===== src/rtl/fct_pkg.sv =====
// Shared constants for the flow-control threshold unit.
// Assumes thresholds are nibbles scaled by a power of two.
package fct_pkg;
    localparam int NIB_W    = 4;  // width of one threshold field
    localparam int SCALE_SH = 2;  // threshold level = nibble << SCALE_SH
    localparam int CFG_W    = 2 * NIB_W;
endpackage


===== src/rtl/fct_cfg_reg.sv =====
// Configuration byte register: loads d on a write strobe, else holds.
// Assumes a synchronous active-low reset clearing the byte to zero.
module fct_cfg_reg #(
    parameter int W = 8
) (
    input  logic         clk,
    input  logic         rst_n,
    input  logic         we,
    input  logic [W-1:0] d,
    output logic [W-1:0] q
);
    // Hold or load the configuration byte.
    always_ff @(posedge clk) begin
        if (!rst_n)  q <= '0;
        else if (we) q <= d;
    end

    AST_CFG_LOAD: assert property (@(posedge clk) disable iff (!rst_n)
        we |=> q == $past(d));
    AST_CFG_HOLD: assert property (@(posedge clk) disable iff (!rst_n)
        (!we && $past(rst_n)) |=> q == $past(q));
endmodule


===== src/rtl/fct_level_cmp.sv =====
// Compares a FIFO count against a scaled nibble threshold.
// BELOW=1 flags count < level, BELOW=0 flags count > level.
// A zero nibble disables the flag. Purely combinational.
module fct_level_cmp
    import fct_pkg::*;
#(
    parameter int CNT_W = 7,
    parameter bit BELOW = 1'b1
) (
    input  logic [NIB_W-1:0] nib,
    input  logic [CNT_W-1:0] count,
    output logic             flag
);
    logic [CNT_W-1:0] level;

    // Scale the nibble into a count-wide level.
    always_comb level = CNT_W'(nib) << SCALE_SH;

    generate
        if (BELOW) begin : g_below
            // Flag when the count is under the level.
            always_comb flag = (nib != '0) && (count < level);
        end else begin : g_above
            // Flag when the count is over the level.
            always_comb flag = (nib != '0) && (count > level);
        end
    endgenerate
endmodule


===== src/rtl/fct_hyst.sv =====
// Hysteresis state for flow control: sets at or above the halt level,
// clears at or below the resume level, holds in between.
// Assumes halt has priority if the levels overlap, and a zero halt
// nibble disables halting. Reset state is resume (0).
module fct_hyst
    import fct_pkg::*;
#(
    parameter int CNT_W = 7
) (
    input  logic             clk,
    input  logic             rst_n,
    input  logic [CNT_W-1:0] rx_count,
    input  logic [NIB_W-1:0] halt_nib,
    input  logic [NIB_W-1:0] resume_nib,
    output logic             halt_q
);
    logic [CNT_W-1:0] halt_lvl;
    logic [CNT_W-1:0] resume_lvl;
    logic             halt_en;
    logic             set_c;
    logic             clr_c;

    // Decode levels and the set/clear conditions.
    always_comb begin
        halt_lvl   = CNT_W'(halt_nib) << SCALE_SH;
        resume_lvl = CNT_W'(resume_nib) << SCALE_SH;
        halt_en    = (halt_nib != '0);
        set_c      = halt_en && (rx_count >= halt_lvl);
        clr_c      = !halt_en || (rx_count <= resume_lvl);
    end

    // Update the flow-control state.
    always_ff @(posedge clk) begin
        if (!rst_n)     halt_q <= 1'b0;
        else if (set_c) halt_q <= 1'b1;
        else if (clr_c) halt_q <= 1'b0;
    end

    AST_HALT_AT_LEVEL: assert property (@(posedge clk) disable iff (!rst_n)
        (halt_nib != '0 && rx_count >= halt_lvl) |=> halt_q);
    AST_RESUME_AT_LEVEL: assert property (@(posedge clk) disable iff (!rst_n)
        (halt_nib != '0 && rx_count < halt_lvl && rx_count <= resume_lvl) |=> !halt_q);
    AST_HOLD_BETWEEN: assert property (@(posedge clk) disable iff (!rst_n)
        (halt_nib != '0 && rx_count < halt_lvl && rx_count > resume_lvl && $past(rst_n))
        |=> halt_q == $past(halt_q));
    AST_HALT_DISABLED: assert property (@(posedge clk) disable iff (!rst_n)
        (halt_nib == '0) |=> !halt_q);
endmodule


===== src/rtl/fct_threshold_unit.sv =====
// Top of the flow-control threshold unit for one channel.
// Holds two configuration bytes, derives transmit/receive trigger
// flags combinationally, and keeps a registered halt output with
// hysteresis. Assumes counts range 0..64 and sync active-low reset.
module fct_threshold_unit
    import fct_pkg::*;
#(
    parameter int CNT_W = 7
) (
    input  logic             clk,
    input  logic             rst_n,
    input  logic [CNT_W-1:0] rx_count,
    input  logic [CNT_W-1:0] tx_count,
    input  logic             hyst_we,
    input  logic             trig_we,
    input  logic [CFG_W-1:0] cfg_data,
    output logic             rx_trig,
    output logic             tx_trig,
    output logic             flow_halt
);
    logic [CFG_W-1:0] hyst_cfg;
    logic [CFG_W-1:0] trig_cfg;

    fct_cfg_reg #(.W(CFG_W)) u_hyst_cfg (
        .clk(clk), .rst_n(rst_n), .we(hyst_we), .d(cfg_data), .q(hyst_cfg)
    );
    fct_cfg_reg #(.W(CFG_W)) u_trig_cfg (
        .clk(clk), .rst_n(rst_n), .we(trig_we), .d(cfg_data), .q(trig_cfg)
    );

    fct_level_cmp #(.CNT_W(CNT_W), .BELOW(1'b1)) u_tx_cmp (
        .nib(trig_cfg[NIB_W-1:0]), .count(tx_count), .flag(tx_trig)
    );
    fct_level_cmp #(.CNT_W(CNT_W), .BELOW(1'b0)) u_rx_cmp (
        .nib(trig_cfg[CFG_W-1:NIB_W]), .count(rx_count), .flag(rx_trig)
    );

    fct_hyst #(.CNT_W(CNT_W)) u_hyst (
        .clk(clk), .rst_n(rst_n), .rx_count(rx_count),
        .halt_nib(hyst_cfg[NIB_W-1:0]), .resume_nib(hyst_cfg[CFG_W-1:NIB_W]),
        .halt_q(flow_halt)
    );

    AST_RESET_RESUME: assert property (@(posedge clk)
        !rst_n |=> (!flow_halt && !tx_trig && !rx_trig));
    AST_TX_BELOW: assert property (@(posedge clk) disable iff (!rst_n)
        tx_trig |-> (tx_count < (CNT_W'(trig_cfg[NIB_W-1:0]) << SCALE_SH)));
    AST_RX_ABOVE: assert property (@(posedge clk) disable iff (!rst_n)
        rx_trig |-> (rx_count > (CNT_W'(trig_cfg[CFG_W-1:NIB_W]) << SCALE_SH)));
endmodule


===== config.mk =====
export PLATFORM = sky130hd
export DESIGN_NAME = fct_threshold_unit
export DESIGN_NICKNAME = d
export VERILOG_FILES = /design/src/rtl/fct_pkg.sv /design/src/rtl/fct_cfg_reg.sv /design/src/rtl/fct_level_cmp.sv /design/src/rtl/fct_hyst.sv /design/src/rtl/fct_threshold_unit.sv
export SDC_FILE = /design/constraint.sdc
export NUM_CORES = 1
export LEC_CHECK = 0
export BUFFER_PORTS_ARGS = -buffer_cell sky130_fd_sc_hd__buf_4
export CAP_MARGIN = 5
export CORE_UTILIZATION = 40
export DETAILED_ROUTE_END_ITERATION = 6
export PLACE_DENSITY = 0.76
export SLEW_MARGIN = 0
export SYNTH_ARGS = -nofsm -noshare
export SYNTH_HDL_FRONTEND = slang
export SYNTH_SLANG_ARGS = --single-unit

===== constraint.sdc =====
create_clock -name clk -period 3.4 [get_ports clk]
set_clock_uncertainty 0.2 [all_clocks]
set_input_delay 0.17 -clock clk [delete_from_list [all_inputs] [get_ports clk]]
set_output_delay 0.17 -clock clk [all_outputs]
set_load 0.05 [all_outputs]

==> metrics.txt <==
die span in x=52.86 µm; LEAKAGE=0.6689 nW; #FFs+latches synth=17; worst slew pin tran=318.9 ps; Peak VDD IR=0.2685 mV; hold path start=hyst_we; Inserted Clock Buffers=3; pin count of the biggest net entering global routing=18; Worst setup SP type=flop; post-layout min period=2319 ps; status=finished, final reports clean; starting utilization of the core area=42.15%; fmax=431.2 MHz; HPWL Detailed=1.695 mm; CP required=3030 ps; Max Transition Viols Final=0; PD cells=328.3 nW/µm²; post-synthesis net count=148; DR iter-0 viols=10; drc violations=0; CP max FO=3; Post-Layout Cell Count=178; Seq/Total Area, Yosys=32.89%; most frequent cells in the layout=buf_4 (26), nor2b_1 (17), dfxtp_1 (17); vias in the first global route=846; CP startpoint=u_trig_cfg.q[1]$_SDFFE_PN0P_; H-tree Lvls=1; critical path's slowest cell=a2111oi_1; delay-heaviest family, CP=compound AO/OA/AOI/OAI gates; synth-to-layout area growth=37.36%; DR vias/cell=5.051; drt pass-1 iters=4; Critical Path Sink Type=output pin; most common cell after layout, fill and taps aside=buf_4; share of layout cells above drive strength 1=20.27%; area fraction of the dominant cell type after synthesis=32.89%; clk sinks=17; Die Footprint=2794 µm²; CTS clock-pin slew for the worst setup and hold paths=110 ps; Synth Instances=107; Final period util=68.22%; Setup TNS=0 ps; core area=2455 µm²; first-pass GRT wire length=3.588 mm; WL final=2.227 mm; FF-to-FF setup slack=1560 ps; RSZ-0062 raised after global routing=no; final hold violations=0; CTS root buffer=clkbuf_4; crit-path cells=inv_1, ha_1, a21o_1, a21o_1, a2111oi_1, buf_4; initial antenna violation count=0; post-route antenna net violation count=0; Hold WC Path Type=in2reg; Boundary Pins=29; GP Congestion=0.7618; GR Overflow Total=0; Top cell by count, worst path=a21o_1; Syn Area/Cell=9.670 µm²; Yosys cell types=25; worst skew pair latency=300 ps; max incr delay on CP=380 ps; CTS Buffer Depth=2; WHS Endpoint=u_hyst_cfg.q[3]$_SDFFE_PN0P_; Reg-to-Reg Start=u_hyst_cfg.q[2]$_SDFFE_PN0P_; row count=18; gr usage total=17.99%; via count=899; Critical R2R Capture=u_hyst.halt_q$_SDFFE_PN0P_; Setup violations, final=0; crit path buf inv count=2; Synth area leader=dfxtp_1; Port Buffer Count=26; dpl cells=160; WHS Path Cells=3; synthesized area=1035 µm²; Diodes inserted=0; Ys Warns=0; drt wl/cell=12.51 µm; Worst path depth=6; R2R depth=5; Resized cells post-CTS=0; relative slew slack=78.69%; Setup Buffers After CTS=0; CTS tree=built; CP Class=reg2out; synth top area cells=dfxtp_1 (33%), ha_1 (18%), mux2i_1 (15%); Max Cap Viol=0; WP data arrival=1950 ps; height of the die=52.86 µm; fin nets=190
[cell families after synthesis]
group                    after synthesis  synth area share, %
AND/OR/NAND/NOR                       30                17.90
flip-flops                            17                32.89
buffers and inverters                 16                6.046
multiplexers                          16                15.48
adder cells (fa/ha/maj)               15                18.14
AO/OA/AOI/OAI                         13                9.552
[worst max path at each step]
stage	to	slack [ps]
detailed placement	tx_trig	1420
global route	tx_trig	910
global placement	tx_trig	1430
floorplan	tx_trig	280
CTS	tx_trig	1060
finish	tx_trig	1080
[stage by stage]
stage / setup WS [ps] / cell area [µm²] / hold slack (ps) / total power [mW] / utilization [%]
floorplan: 280.0 / 1035 / 98.17 / 0.2976 / -
global placement: 1433 / 1254 / 238.4 / 0.3369 / 51.07
detailed placement: 1415 / 1254 / 247.8 / 0.3438 / 51.07
CTS: 1064 / 1421 / 53.34 / 0.4668 / 57.90
global route: 907.1 / 1421 / 70.23 / 0.4899 / 57.90
finish: 1081 / 1421 / 51.75 / 0.4666 / 57.90
[cell type report]
cell class | count | area [µm²]
clock buffer | 3 | 22.52
inverter | 13 | 48.80
multi-input combinational | 74 | 631.9
sequential | 17 | 340.3
timing repair buffer | 40 | 335.3
tap | 30 | 37.54
fill | 202 | 1033
clock inverter | 1 | 5.005
[timing repair]
item,CTS,global route
endpoints found under the hold margin,17,0
hold buffers,14,0
endpoints found under the setup margin,0,0
[layer usage]
metal  track usage (%)  vias up  routed length, µm
li1                  -      461                  -
met1             21.18      409                927
met5                 0        -                  0
met4             9.649        0                 78
met3             2.011       11                 46
met2             31.43       18               1175
[synth_stat cells, drive strengths merged]
library cell and instances:
or4 1, nand2 1, o311a 1, nand3 1, o21ai 1, a211o 1
buf 2, o41ai 1, nand2b 1, a2111oi 1, dfxtp 17, nor4 3
nand4 2, a21o 3, a21oi 1, a211oi 2, nor2b 17, clkbuf 1
o21a 1, a31oi 1, inv 13, ha 15, nand4b 2, mux2i 16
nor2 2
[report_power, final]
part	switching [mW]	internal [mW]
logic	0.0613	0.0703
clock network	0.0704	0.0439
registers	0.00898	0.212
total	0.141	0.326
[registers in the layout, summed over array words and instances (netlist names)]
signal and count:
u_hyst_cfg.q 8, u_trig_cfg.q 8, u_hyst.halt_q 1
[worst reg2reg max path, cell delays in order, from the launching register on]
cell	delay [ps]
dfxtp_1	370
inv_1	50
ha_1	290
a21o_1	180
a211o_1	300
o311a_1	350
No activity file was read; power rests on OpenSTA's default activity.
